<file path="src/rtl/ctl_gate_pkg.sv">
package ctl_gate_pkg;
    localparam int SLOT_W = 16;
    localparam int ADDR_W = 8;
    localparam int DATA_W = SLOT_W - ADDR_W;
    localparam int SKIP_W = 8;

    typedef struct packed {
        logic [ADDR_W-1:0] addr;
        logic [DATA_W-1:0] data;
    } ctl_word_t;
endpackage

</file>
<file path="src/rtl/ctl_word_split.sv">
module ctl_word_split
    import ctl_gate_pkg::*;
#(
    parameter logic [ADDR_W-1:0] SKIP_ADDR = 8'h11
) (
    input  logic [SLOT_W-1:0] word,
    output ctl_word_t         fields,
    output logic              addr_nz,
    output logic              is_skip,
    output logic [SKIP_W-1:0] skip_val
);
    assign fields  = ctl_word_t'(word);
    assign addr_nz = (fields.addr != '0);
    assign is_skip = (fields.addr == SKIP_ADDR);

    generate
        if (SKIP_W <= DATA_W) begin : g_trunc
            assign skip_val = fields.data[SKIP_W-1:0];
        end else begin : g_ext
            assign skip_val = {{(SKIP_W-DATA_W){1'b0}}, fields.data};
        end
    endgenerate
endmodule

</file>
<file path="src/rtl/frame_cadence.sv">
module frame_cadence
    import ctl_gate_pkg::*;
(
    input  logic              clk,
    input  logic              rst_n,
    input  logic              fsync,
    input  logic              skip_wr,
    input  logic [SKIP_W-1:0] skip_val,
    output logic              live
);
    typedef struct packed {
        logic [SKIP_W-1:0] skip;
        logic [SKIP_W-1:0] cnt;
        logic [SKIP_W-1:0] pval;
        logic              pend;
        logic              live;
    } cad_t;

    cad_t q, d;
    logic [SKIP_W-1:0] eff;
    logic [SKIP_W-1:0] nskip;

    always_comb begin
        d     = q;
        eff   = q.cnt;
        nskip = q.skip;
        if (skip_wr) begin
            d.pend = 1'b1;
            d.pval = skip_val;
        end
        if (fsync) begin
            if (q.pend) begin
                nskip = q.pval;
                eff   = (q.pval == '0) ? '0 : q.pval - 1'b1;
            end
            d.skip = nskip;
            d.pend = 1'b0;
            d.live = (eff == '0);
            d.cnt  = (eff == '0) ? nskip : eff - 1'b1;
        end
    end

    always_ff @(posedge clk) begin
        if (!rst_n) q <= '0;
        else        q <= d;
    end

    assign live = q.live;

    p_live_hold_r11: assert property (@(posedge clk) disable iff (!rst_n)
        !fsync |=> $stable(q.live));
    p_cnt_bound_r6: assert property (@(posedge clk) disable iff (!rst_n)
        q.cnt <= q.skip);
    p_zero_skip_r2: assert property (@(posedge clk) disable iff (!rst_n)
        (fsync && !q.pend && q.skip == '0) |=> q.live);
endmodule

</file>
<file path="src/rtl/write_gate.sv">
module write_gate
    import ctl_gate_pkg::*;
(
    input  logic              clk,
    input  logic              rst_n,
    input  logic              fsync,
    input  logic              live,
    input  logic              stb,
    input  ctl_word_t         fields,
    input  logic              addr_nz,
    output logic              accept,
    output logic              wr_en,
    output logic [ADDR_W-1:0] wr_addr,
    output logic [DATA_W-1:0] wr_data
);
    typedef struct packed {
        logic              done;
        logic              wr;
        logic [ADDR_W-1:0] addr;
        logic [DATA_W-1:0] data;
    } gate_t;

    gate_t q, d;
    logic  considered;

    always_comb begin
        considered = stb && !fsync && live && !q.done;
        accept     = considered && addr_nz;
        d          = q;
        d.wr       = accept;
        if (accept) begin
            d.addr = fields.addr;
            d.data = fields.data;
        end
        if (fsync)           d.done = 1'b0;
        else if (considered) d.done = 1'b1;
    end

    always_ff @(posedge clk) begin
        if (!rst_n) q <= '0;
        else        q <= d;
    end

    assign wr_en   = q.wr;
    assign wr_addr = q.addr;
    assign wr_data = q.data;

    p_pulse_r3: assert property (@(posedge clk) disable iff (!rst_n)
        q.wr |=> !q.wr);
    p_addr_nz_r4: assert property (@(posedge clk) disable iff (!rst_n)
        q.wr |-> (q.addr != '0));
    p_live_only_r5: assert property (@(posedge clk) disable iff (!rst_n)
        q.wr |-> $past(live));
    p_no_fsync_r10: assert property (@(posedge clk) disable iff (!rst_n)
        q.wr |-> !$past(fsync));
endmodule

</file>
<file path="src/rtl/ctl_slot_gate.sv">
module ctl_slot_gate
    import ctl_gate_pkg::*;
#(
    parameter logic [ADDR_W-1:0] SKIP_ADDR = 8'h11
) (
    input  logic              clk,
    input  logic              rst_n,
    input  logic              fsync,
    input  logic              slot_stb,
    input  logic [SLOT_W-1:0] slot1_word,
    output logic              wr_en,
    output logic [ADDR_W-1:0] wr_addr,
    output logic [DATA_W-1:0] wr_data,
    output logic              frame_live
);
    ctl_word_t         fields;
    logic              addr_nz;
    logic              is_skip;
    logic [SKIP_W-1:0] skip_val;
    logic              accept;
    logic              live;

    ctl_word_split #(.SKIP_ADDR(SKIP_ADDR)) u_split (
        .word     (slot1_word),
        .fields   (fields),
        .addr_nz  (addr_nz),
        .is_skip  (is_skip),
        .skip_val (skip_val)
    );

    frame_cadence u_cad (
        .clk      (clk),
        .rst_n    (rst_n),
        .fsync    (fsync),
        .skip_wr  (accept && is_skip),
        .skip_val (skip_val),
        .live     (live)
    );

    write_gate u_gate (
        .clk     (clk),
        .rst_n   (rst_n),
        .fsync   (fsync),
        .live    (live),
        .stb     (slot_stb),
        .fields  (fields),
        .addr_nz (addr_nz),
        .accept  (accept),
        .wr_en   (wr_en),
        .wr_addr (wr_addr),
        .wr_data (wr_data)
    );

    assign frame_live = live;
endmodule

</file>
<file path="config.mk">
export PLATFORM = sky130hd
export DESIGN_NAME = ctl_slot_gate
export DESIGN_NICKNAME = d
export VERILOG_FILES = /design/src/rtl/ctl_gate_pkg.sv /design/src/rtl/ctl_word_split.sv /design/src/rtl/frame_cadence.sv /design/src/rtl/write_gate.sv /design/src/rtl/ctl_slot_gate.sv
export SDC_FILE = /design/constraint.sdc
export NUM_CORES = 1
export LEC_CHECK = 0
export BUFFER_PORTS_ARGS = -buffer_cell sky130_fd_sc_hd__buf_2
export CORE_MARGIN = 1
export CORE_UTILIZATION = 60
export CTS_CLUSTER_SIZE = 24
export DETAILED_ROUTE_END_ITERATION = 8
export GPL_TIMING_DRIVEN = 0
export PLACE_DENSITY = 0.89
export SKIP_CTS_REPAIR_TIMING = 1
export SYNTH_ARGS = -nofsm -noshare
export SYNTH_HDL_FRONTEND = slang
export SYNTH_HIERARCHICAL = 1
export SYNTH_SLANG_ARGS = --single-unit
</file>
<file path="constraint.sdc">
create_clock -name clk -period 7.7 [get_ports clk]
set_input_delay 1.54 -clock clk [delete_from_list [all_inputs] [get_ports clk]]
set_output_delay 1.54 -clock clk [all_outputs]
set_load 0.01 [all_outputs]
</file>
# Word-level counts from Yosys, hierarchy flattened
# Cells that the tools add are included.
[word_totals]
inputBits = 20
mem_count = 0
mem_bits_ro = 0
ramBits = 0
latchBits = 0
wordCells = 29
regBits = 44
output_inout_bits = 18
[classes]
bitwise_logic = 1
n_reduce_logical = 11
n_mul = 0
div_mod_pow = 0
magnitude_cmp = 0
muxes = 5
shift = 0
eq_ne = 1
n_addsub = 2
[ops]
columns = ["op", "count"]
rows = [
  ["8-bit 2-to-1 mux", 5],
  ["8-bit zero test", 2],
  ["8-bit by 1-bit subtractor with 8-bit output (second input constant)", 2],
  ["8-bit by 5-bit == test with 1-bit output (second input constant)", 1],
  ["8-bit nonzero test", 1],
  ["1-bit logical AND", 5],
  ["1-bit zero test", 2],
  ["2-bit OR reduction", 1],
  ["1-bit NOT", 1],
]

# Longest topological paths before layout
# Gate-level depths: netlist of run 1.
[depth]
ltp_word = 6
ltp_mapped = 14

# Modules after synthesis
# Netlist of run 1, hierarchy kept.
[by_module_without_submodules]
columns = ["module", "instances", "cells_each", "area_each_um2"]
rows = [
  ["frame_cadence", 1, 199, 1676.6],
  ["write_gate", 1, 92, 862.1],
  ["ctl_word_split", 1, 29, 214.0],
  ["ctl_slot_gate", 1, 1, 6.3],
]

# Worst setup path after synthesis of run 1
# No wires, ideal clock.
[synth_path]
path_kind = "in2reg"
start = "in slot1_word[11]"
end = "reg u_cad/q[2] (netlist name)"
t_arrival_ns = 2.949
path_slack_ns = 4.635
path_buffers = 2
stages = 9
cell_sequence = "nor2_1 -> nand3_1 -> nand4b_4 -> nor2_8 -> buf_12 -> and2_1 -> clkbuf_1 -> mux2i_1 -> nor2b_1"
[synth_via]
elab_chain_len = 3
elab_cells_between_ends = 4
classes_between = "1 x eq/ne; 3 x reduce/logical"
[synth_rtl]
columns = ["item", "line", "rtl"]
rows = [
  ["start: declaration", "ctl_slot_gate.sv:10", "input logic [SLOT_W-1:0] slot1_word,"],
  ["8-bit nonzero test", "ctl_word_split.sv:13", "assign addr_nz = (fields.addr != '0);"],
  ["net addr_nz", "ctl_slot_gate.sv:17", "logic addr_nz;"],
  ["1-bit logical AND", "write_gate.sv:28", "accept = considered && addr_nz;"],
  ["net accept", "ctl_slot_gate.sv:20", "logic accept;"],
  ["1-bit logical AND", "ctl_slot_gate.sv:35", ".skip_wr (accept && is_skip),"],
  ["end signal: assignment", "frame_cadence.sv:44", "if (!rst_n) q <= '0;"],
  ["end signal: assignment", "frame_cadence.sv:45", "else q <= d;"],
  ["end: declaration", "frame_cadence.sv:19", "cad_t q, d;"],
]
# The timed path passes the listed nets, and every way through them passes these cells.
# A chain may end at the register's enable or synchronous reset.

# Worst setup path after layout of run 1
[layout_path]
start = "reg u_cad/q[2] (netlist name)"
end = "reg u_cad/q[16] (netlist name)"
[layout_via]
elab_chain_len = 6
elab_cells_between_ends = 8
classes_between = "2 x add/sub; 4 x mux; 2 x reduce/logical"
[layout_rtl]
columns = ["item", "line", "rtl"]
rows = [
  ["8-bit by 1-bit subtractor with 8-bit output / 8-bit zero test (equally long branches)", "frame_cadence.sv:34", "eff = (q.pval == '0) ? '0 : q.pval - 1'b1;"],
  ["8-bit 2-to-1 mux *", "frame_cadence.sv:34", ""],
  ["8-bit 2-to-1 mux *", "frame_cadence.sv:32", "if (q.pend) begin"],
  ["8-bit 2-to-1 mux *", "frame_cadence.sv:31", "if (fsync) begin"],
  ["8-bit by 1-bit subtractor with 8-bit output / 8-bit zero test (equally long branches)", "frame_cadence.sv:39", "d.cnt = (eff == '0) ? nskip : eff - 1'b1;"],
  ["8-bit 2-to-1 mux *", "frame_cadence.sv:39", ""],
]
# Mark *: on every way between the ends. The rest lies on a longest branch, timed or not. The select of a mux whose other input is x is not followed.

==> impl_metrics.tcl, run 1 <==
set metrics [dict create \
    status "complete, no violations" \
    die_w_microns 69.81 \
    worst_clock_skew_ns 0.002248 \
    ys_seq_area_share_pct 31.93 \
    area_growth_pct 10.98 \
    ys_seq_elements 44 \
    critPathMaxStageDelay_ns 0.40 \
    internal_power_uw 446.0 \
    powerDensity_nw_per_um2 222.0 \
    cp_max_fo 10 \
    power.total_uw 679.8 \
    worstSetupPathType "flop to flop" \
    synth_ff_type "dfxtp_1" \
    cts_htree_levels 2 \
    p_sw_share_pct 34.38 \
    r2r_start "u_cad/q[2]" \
    ant_nets 0 \
    core_area_sq_um 4384 \
    slew_headroom_pct 58.34 \
    dr.first_iter.drc_count 234 \
    gr-total-overflow 0 \
    cts.sinks 44 \
    period_minus_slack_ns 3.157 \
    remaining_drc_errors 0 \
    r2r_slack_ns 4.54 \
    crit_chain "clkbuf_1, inv_1, ha_1, clkbuf_1, a31o_2, nor2_1, a21o_1, inv_1, ha_1, and4_1, buf_2, mux2_1, a22oi_1, o21ai_1" \
    async_flop_share_pct 0 \
    routed_wl_mm 6.183 \
    die_h_microns 69.81 \
    die_area_sq_um 4873 \
    first_pass_iters 4 \
    n_fill_cell 344 \
    gp_congestion 0.9331 \
    tritoncts "yes" \
    post_drt_via_cell_ratio 5.707 \
    maxCapViolCount 0 \
    yosysWarnings 6 \
    drive_gt1_share_pct 27.73 \
    syn_inst 321 \
    timing.final.crit_share_pct 41.00 \
    grt_pass1_vias 2268 \
    dp_hpwl_mm 4.411 \
    initial_core_util_pct 62.93 \
    switching_power_uw 233.7 \
    netlist_area_sq_um 2759 \
    multi_input_area_sq_um 1431 \
    reg2reg_depth 14 \
    combPwrFrac_pct 37.6 \
    rows 24 \
    clock_latency_ns 0.30 \
    synth_fp_nets 344 \
    p_leak_uw 0.001287 \
    rsz0062_at_grt "no" \
    endpoint_kind "flop" \
    num_antenna_cells 0 \
    fmax_mhz 316.8 \
    ioPinCount 38 \
    setup_tns_ns 0 \
    min-delay-path-class "flop to flop" \
    ir_drop_mv 0.1437 \
    clockBufferDepth 2 \
    crit_path_start_kind "flop" \
    clkSlewWorstSetupHoldPaths_ns 0.09 \
    vias 2334 \
    report.final.slew_viol_count 0 \
    grt_start_max_net_pins 15 \
    grt_pass1_wl_mm 10.36 \
    crit_start "u_cad/q[2]" \
    seq_area_sq_um 880.8 \
    portBuffers 28 \
    critical_path_required_ns 7.88 \
    cts_buffers 5 \
    finalHoldViolCount 0 \
    antenna_found_initial 0 \
    syn_avg_cell_area_sq_um 8.595 \
    dp_slack_ns 4.240 \
    grt_use_total_pct 26.63 \
    fin_nets 379 \
    r2r-end "u_cad/q[16]" \
    wl_per_cell_microns 15.12 \
    endpoint "u_cad/q[16]" \
    seq_power_share_pct 39.2 \
    critPathArrivalTime_ns 3.34 \
    fin_ws_ns 4.543 \
    cp_slowest_cell "clkbuf_1" \
    p_clk_share_pct 23.1 \
    ys_types 61 \
    synth_edf_count 0 \
    setup-violations-final 0 \
    utilization_pct 69.83 \
    worstMarginPinSlew_ns 0.6249 \
    root_buffer "clkbuf_8" \
]
power groups by stage:
stage / logic, uW / clock network (uW) / registers, uW
2_1_floorplan: 204 / 0 / 268
3_3_place_gp: 246 / 0 / 271
3_5_place_dp: 250 / 0 / 272
4_1_cts: 253 / 159 / 267
5_1_grt: 274 / 167 / 269
6_report: 256 / 157 / 267
cells in the final DEF, fill, tap and decap left out, drive strengths merged, types with 3 or more instances in the layout:
cell,instances
buf,78
nand2,48
dfxtp,44
mux2i,27
nand3,20
nor2,19
clkbuf,17
nor2b,8
a21boi,7
o21ai,6
inv,5
a31oi,5
nor3,4
and2,4
a21o,3
a21oi,3
o211a,3
nor3b,3
o31ai,3
a41oi,3
xnor2,3
and3,3
ha,3
worst min-delay path by stage:
stage / from / end / depth (start not counted)
global placement: u_gate/wr_addr[6] / u_gate/wr_addr[6] / 2
floorplan: u_gate/wr_addr[0] / u_gate/wr_addr[0] / 2
global route: u_gate/wr_addr[7] / u_gate/wr_addr[7] / 2
finish: u_gate/wr_data[1] / u_gate/wr_data[1] / 2
CTS: u_gate/wr_data[1] / u_gate/wr_data[1] / 2
detailed placement: u_gate/wr_addr[6] / u_gate/wr_addr[6] / 2
sequential cells by signal, indices dropped and copies added (netlist names):
signal          cells
u_cad/live          1
u_cad/q            25
u_gate/q            1
u_gate/wr_addr      8
u_gate/wr_data      8
u_gate/wr_en        1
per-stage QoR:
stage	instances	area [sq um]	hold WS (ns)
final	409	3062	0.4583
after global routing	409	3062	0.4834
after CTS	409	3062	0.4621
after detailed placement	401	2964	0.4473
after global placement	401	2964	0.4433
after floorplan	321	2759	0.4351
per-layer routing:
metal  vias to the layer above  share of wire [%]  global-route usage (%)
li1                       1148                  -                       -
met5                         -                  0                       0
met3                        15                5.2                   4.797
met2                        65                 49                   42.84
met1                      1106                 44                   34.58
met4                         0                2.4                   12.22
cell type report:
cell class	count	share of cell area, %
inverter	6	0.7356
clock inverter	2	0.4904
buffer	61	13.85
clock buffer	6	2.697
sequential	44	28.77
multi-input combinational	210	46.75
timing repair buffer	28	4.577
tap	52	2.125
cell families after synthesis:
logic type | Yosys count | synth area share, %
buffers and inverters | 67 | 16.19
DFF | 44 | 31.93
muxes | 29 | 10.61
xor gates and xnor gates | 4 | 1.270
and+or+nand+nor | 124 | 24.13
adders and majority gates | 3 | 1.361
AOI/OAI and AO/OA | 50 | 14.51
critical path: cells and delay by family (launching register included):
kind / cells / cell delay (ns)
AOI/OAI and AO/OA: 4 / 0.67
adders and majority gates: 2 / 0.46
buffers and inverters: 5 / 0.98
DFF: 1 / 0.34
muxes: 1 / 0.32
and+or+nand+nor: 2 / 0.26
synth_stat cells (2+ instances only):
cell	count	share of area, %
a21oi_1	3	0.54
a31oi_1	5	1.1
buf_6	3	1.2
clkbuf_1	11	1.5
buf_4	40	11
o31a_1	2	0.64
and4_1	2	0.64
o31ai_1	3	0.82
a211oi_1	2	0.54
nor2b_1	8	1.8
a41oi_1	3	0.95
nor3b_1	3	0.82
xnor2_1	3	0.95
o21ai_0	4	0.73
mux2i_1	27	9.8
and2_1	3	0.68
o311ai_2	2	1.2
o2bb2ai_1	2	0.64
nand3_1	20	3.6
buf_2	5	0.91
a21o_1	3	0.82
inv_1	5	0.68
dfxtp_1	44	32
and3_1	3	0.68
nand3b_1	2	0.54
ha_1	3	1.4
a21boi_0	6	1.6
o211a_1	3	1.1
nand4_1	2	0.45
nand2_1	48	6.5
nor2_1	18	2.4
nor3_1	4	0.73
(Power assumes the default switching activity.)
==> run 2, diff against run 1 <==
--- a/config.mk
+++ b/config.mk
@@ -5,13 +5,14 @@
 export SDC_FILE = /design/constraint.sdc
 export NUM_CORES = 1
 export LEC_CHECK = 0
+export ABC_AREA = 1
 export BUFFER_PORTS_ARGS = -buffer_cell sky130_fd_sc_hd__buf_2
 export CORE_MARGIN = 1
-export CORE_UTILIZATION = 60
+export CORE_UTILIZATION = 58
 export CTS_CLUSTER_SIZE = 24
 export DETAILED_ROUTE_END_ITERATION = 8
 export GPL_TIMING_DRIVEN = 0
-export PLACE_DENSITY = 0.89
+export PLACE_DENSITY = 0.86
 export SKIP_CTS_REPAIR_TIMING = 1
 export SYNTH_ARGS = -nofsm -noshare
 export SYNTH_HDL_FRONTEND = slang
==> constraint.sdc (replaced) <==
create_clock -name clk -period 3.15 [get_ports clk]
set_input_delay 0.63 -clock clk [delete_from_list [all_inputs] [get_ports clk]]
set_output_delay 0.63 -clock clk [all_outputs]
set_load 0.01 [all_outputs]
==> run 2 against run 1 <==
Register-to-register slack got worse by 3.8 ns. Synthesized cell count rose by 40%. Largest cell class unchanged. Die area rose by 5.9%. Combinational power rose to 2.5 times the previous value. Sequential share of layout area fell by 1.1 points. Routed wire length fell by 6.0%.
==> impl_metrics.tcl, run 2 <==
set metrics [dict create \
    status "complete, no violations" \
    rsz0062_at_grt "no" \
    portBuffers 28 \
    cp_top_family "simple AND/OR/NAND/NOR gates" \
    dp_slack_ns 0.7228 \
    ys_types 29 \
    cts_htree_levels 2 \
    hold_start "u_cad/q[23]" \
    vias 2603 \
    drive_gt1_share_pct 21.40 \
    fmax_mhz 423.6 \
    worstSetupPathType "flop to flop" \
    die_w_microns 71.84 \
    cp_max_fo 9 \
    regMostFlops "u_cad/q" \
    critPathArrivalTime_ns 2.56 \
    die_h_microns 71.84 \
    dp_hpwl_mm 4.491 \
    wl_per_cell_microns 10.51 \
    synth_most_common_cell "nand2_1" \
    gr-total-overflow 0 \
    report.final.slew_viol_count 0 \
    setup_tns_ns 0 \
    core_area_sq_um 4723 \
    root_buffer "clkbuf_8" \
    finalHoldViolCount 0 \
    fin_nets 508 \
    endpoint_kind "flop" \
    synth_ff_type "dfxtp_1" \
    largest_register_ff_count 25 \
    post_drt_via_cell_ratio 4.707 \
    crit_start "u_cad/q[2]" \
    p_clk_share_pct 26.4 \
    remaining_drc_errors 0 \
    clock_latency_ns 0.29 \
    area_growth_pct 12.38 \
    antenna_found_initial 0 \
    min-delay-path-class "flop to flop" \
    r2r_start "u_cad/q[2]" \
    period_minus_slack_ns 2.361 \
    clockBufferDepth 2 \
    ant_nets 0 \
    num_antenna_cells 0 \
    die_area_sq_um 5161 \
    tritoncts "yes" \
    critical_path_required_ns 3.34 \
    yosysWarnings 6 \
    setup-violations-final 0 \
    ir_drop_mv 0.3394 \
    netlist_area_sq_um 2829 \
    clkSlewWorstSetupHoldPaths_ns 0.08 \
    crit_path_start_kind "flop" \
    grt_use_total_pct 24.47 \
    crit_top_cell "nand2_1" \
    critPathMaxStageDelay_ns 0.32 \
    cts.sinks 44 \
    p_leak_uw 0.001771 \
    initial_core_util_pct 59.89 \
    combPwrFrac_pct 36.5 \
    synth_edf_count 0 \
    synth_top_area_share_pct 31.14 \
    ys_seq_area_share_pct 31.14 \
    ys_seq_elements 44 \
    synth_top_cell_by_area "dfxtp_1" \
    syn_inst 450 \
    cts_buffers 5 \
    internal_power_uw 1150 \
    switching_power_uw 603.3 \
    syn_avg_cell_area_sq_um 6.287 \
    gp_congestion 0.8790 \
    maxCapViolCount 0 \
    first_pass_iters 4 \
    worstMarginPinSlew_ns 0.3995 \
    p_sw_share_pct 34.42 \
    synth_fp_nets 473 \
    grt_start_max_net_pins 14 \
    fin_ws_ns 0.7891 \
    worst_clock_skew_ns 0.008888 \
    cp_slowest_cell "dfxtp_1" \
    synth.top_cells.by_count "nand2_1, inv_1, dfxtp_1" \
    worst-path-buf-inv 2 \
    final_common_cell "nand2_1" \
    layout_common_cells "nand2_1, inv_1, dfxtp_1" \
    grt_pass1_wl_mm 9.936 \
    slew_headroom_pct 73.36 \
    async_flop_share_pct 0 \
    rows 25 \
    powerDensity_nw_per_um2 551.4 \
    dr.first_iter.drc_count 102 \
    routed_wl_mm 5.811 \
    crit_chain "inv_1, ha_1, nand2_1, nor2_2, nor2_4, inv_1, nand2_1, nand2_1, ha_1, nand3_1, nor2_2, nand2_4, nand2_4, nand2_1, nand2_1, nand2_1" \
    seq_power_share_pct 37.1 \
    timing.final.crit_share_pct 74.95 \
    ioPinCount 38 \
    synth_area_leaders "dfxtp_1, nand2_1, buf_4, inv_1, nor2_1" \
    grt_pass1_vias 2421 \
]
## run 2: cell types whose count changed after synthesis, sizes merged, moves of 6 or more
cell	previous run	this run
nor2	19	46
nand3	20	13
nand4	2	20
nor2b	8	0
a21oi	3	9
a21boi	7	1
nand2	48	149
o21ai	6	19
clkbuf	11	5
inv	5	80
mux2i	27	0
## run 2: area by class of cell
class                           instances  area (sq um)
Fill cell                             399          1544
Buffer                                 52         359.1
Timing Repair Buffer                   28         140.1
Tap cell                               67         83.83
Multi-Input combinational cell        273          1285
Clock buffer                            7         96.34
Sequential cell                        44         880.8
Clock inverter                          1         30.03
Inverter                               81         304.0
## run 2: worst paths after layout
check             depth (start not counted)  slack [ns]           to
setup / recovery                         16        0.79  u_cad/q[10]
hold / removal                            2        0.45  u_cad/q[23]
setup reg to reg                         16        0.79  u_cad/q[10]
hold reg to reg                           2        0.45  u_cad/q[23]
## run 2: kinds of logic after synthesis
kind of cell | synth area share [%]
and+or+nand+nor | 36.22
adders and majority gates | 1.327
buffers and inverters | 23.44
DFF | 31.14
AOI/OAI and AO/OA | 7.254
xor gates and xnor gates | 0.6193
## run 2: power by group through the flow
stage	Combinational [uW]	Sequential [uW]	Clock (uW)
floorplan	507	656	0
detailed placement	637	661	0
finish	640	650	463
global placement	621	660	0
CTS	644	649	473
global route	726	657	490
## run 2: metal layers
| layer | up-vias | GRT usage (%) | share of wire [%] |
|---|---|---|---|
| li1 | 1396 | - | - |
| met3 | 11 | 6.188 | 4.8 |
| met1 | 1143 | 29.21 | 46 |
| met4 | 0 | 9.804 | 2.3 |
| met5 | - | 0 | 0 |
| met2 | 53 | 42.03 | 47 |
## run 2: worst register-to-register path: cells and delay by family (launching register included)
kind / cells / cell delay [ns]
adder cells (fa/ha/maj): 2 / 0.46
buffers and inverters: 2 / 0.23
flip-flops: 1 / 0.32
AND/OR/NAND/NOR: 12 / 1.25
## run 2: per-stage QoR
step | std cells | total power (uW) | hold slack, ns | cell area, sq um | utilization, %
after floorplan | 450 | 1162 | 0.4230 | 2829 | -
after global placement | 545 | 1282 | 0.4383 | 3053 | 64.64
after detailed placement | 545 | 1298 | 0.4417 | 3053 | 64.64
after CTS | 553 | 1766 | 0.4572 | 3179 | 67.31
after global routing | 553 | 1873 | 0.4761 | 3179 | 67.31
final | 553 | 1753 | 0.4540 | 3179 | 67.31
==> run 3, diff against run 2 <==
==> constraint.sdc (replaced) <==
create_clock -name clk -period 2.2 [get_ports clk]
set_input_delay 0.44 -clock clk [delete_from_list [all_inputs] [get_ports clk]]
set_output_delay 0.44 -clock clk [all_outputs]
set_load 0.01 [all_outputs]
==> run 3 against run 2 <==
Setup slack worse by 0.64 ns. Critical endpoint is now u_cad/q[15]. Non-clock buffer count increased by 4. Clock power is 43% higher.
==> impl_metrics.tcl, run 3 (synthesized netlist as in run 2, its figures left out) <==
set metrics [dict create \
    status "complete, no violations" \
    die_h_microns 71.84 \
    die_area_sq_um 5161 \
    core_area_sq_um 4723 \
    use_met1_pct 29.21 \
    clock_latency_ns 0.29 \
    routed_wl_mm 6.027 \
    report.final.slew_viol_count 0 \
    dr.first_iter.drc_count 107 \
    fmax_mhz 486.7 \
    cp_slowest_cell "dfxtp_2" \
    ioPinCount 38 \
    final_area_sq_um 3242 \
    clkSlewWorstSetupHoldPaths_ns 0.08 \
    seq_area_sq_um 883.3 \
    min-delay-path-class "primary input to flop" \
    critical_path_required_ns 2.40 \
    crit_path_start_kind "flop" \
    fin_nets 512 \
    worst-path-buf-inv 2 \
    r2r_slack_ns 0.15 \
    setup_tns_ns 0 \
    worst_clock_skew_ns 0.01007 \
    post_drt_via_cell_ratio 4.790 \
    root_buffer "clkbuf_8" \
    setup-violations-final 0 \
    rows 25 \
    crit_chain "inv_4, ha_4, nand2_1, nor2_2, nor2_4, nand2_1, nand2_1, inv_1, ha_1, nand3_1, nor2_4, nand2_4, nand2_4, nand2_1, nand2_1, nand2_1" \
    use_met2_pct 42.03 \
    worstMarginPinSlew_ns 0.4173 \
    grt_pass1_wl_mm 9.936 \
    tritoncts "yes" \
    largest_register_ff_count 25 \
    p_leak_uw 0.001800 \
    gr-total-overflow 0 \
    layout_common_cells "nand2_1, inv_1, buf_4" \
    remaining_drc_errors 0 \
    die_w_microns 71.84 \
    final_common_cell "nand2_1" \
    top_usage_layer "met2" \
    dp_hpwl_mm 4.491 \
    maxCapViolCount 0 \
    wl_per_cell_microns 10.82 \
    critPathMaxStageDelay_ns 0.34 \
    multi_input_area_sq_um 1310 \
    crit_top_cell "nand2_1" \
    cp_max_fo 9 \
    critPathArrivalTime_ns 2.25 \
    use_met3_pct 6.188 \
    num_antenna_cells 0 \
    drive_gt1_share_pct 23.67 \
    cts_htree_levels 2 \
    area_growth_pct 14.60 \
    antenna_found_initial 0 \
    endpoint_kind "flop" \
    post-place-cells 545 \
    clockBufferDepth 2 \
    timing.final.crit_share_pct 93.39 \
    finalHoldViolCount 0 \
    vias 2668 \
    period_minus_slack_ns 2.055 \
    cts_buffers 5 \
    worstSetupPathType "flop to flop" \
    cts.sinks 44 \
    instances_no_fill 557 \
    place_area_sq_um 3053 \
    n_fill_cell 387 \
    first_pass_iters 4 \
    powerDensity_nw_per_um2 800.2 \
    portBuffers 28 \
    grt_pass1_vias 2421 \
    gp_congestion 0.8790 \
    initial_core_util_pct 59.89 \
    slew_headroom_pct 72.18 \
    cp_top_family "simple AND/OR/NAND/NOR gates" \
    grt_use_total_pct 24.47 \
    ant_nets 0 \
    grt_start_max_net_pins 14 \
    ir_drop_mv 0.4957 \
    regMostFlops "u_cad/q" \
]
## run 3: changes by cell type in the layout (fill, tap and decap cells not counted), sizes merged
cell  before  now
buf       75   79
## run 3: cell type report
type | count | share of cell area, %
multi-input combinational | 273 | 40.41
sequential | 44 | 27.25
buffer | 52 | 11.08
inverter | 81 | 9.533
timing repair buffer | 32 | 5.249
clock buffer | 7 | 2.972
tap | 67 | 2.586
clock inverter | 1 | 0.9263
## run 3: worst paths after layout
check / endpoint / depth (start not counted) / startpoint
setup / recovery: u_cad/q[15] / 16 / u_cad/q[2]
hold / removal: u_cad/q[8] / 3 / slot1_word[6]
hold reg to reg: u_cad/q[23] / 2 / u_cad/q[23]
setup reg to reg: u_cad/q[15] / 16 / u_cad/q[2]
## run 3: through the flow
stage	setup WS, ns	utilization, %	total power [uW]	hold WS, ns
floorplan	0.2204	-	1664	0.4230
global placement	-0.08130	64.64	1835	0.4383
detailed placement	-0.1189	64.64	1859	0.4417
CTS	-0.1376	67.31	2528	0.4217
global route	-0.04413	68.64	2760	0.4424
finish	0.1453	68.64	2594	0.4290
## run 3: report_power, final
| part | switching (uW) | leakage [uW] | internal [uW] |
|---|---|---|---|
| Sequential | 49.1 | 0.000357 | 882 |
| Clock | 262 | 0.0000645 | 401 |
| Combinational | 590 | 0.00138 | 410 |
| Total | 901 | 0.00180 | 1690 |
## run 3: metal layers
| metal | up-vias | share of wire (%) |
|---|---|---|
| li1 | 1408 | - |
| met1 | 1175 | 43 |
| met2 | 74 | 48 |
| met3 | 11 | 6.1 |
| met4 | 0 | 2.2 |
| met5 | - | 0 |
## run 3: tightest hold or removal path: cells and delay by family
kind,cells,cell delay (ns)
AOI/OAI and AO/OA,2,0.17
buffers and inverters,1,0.07
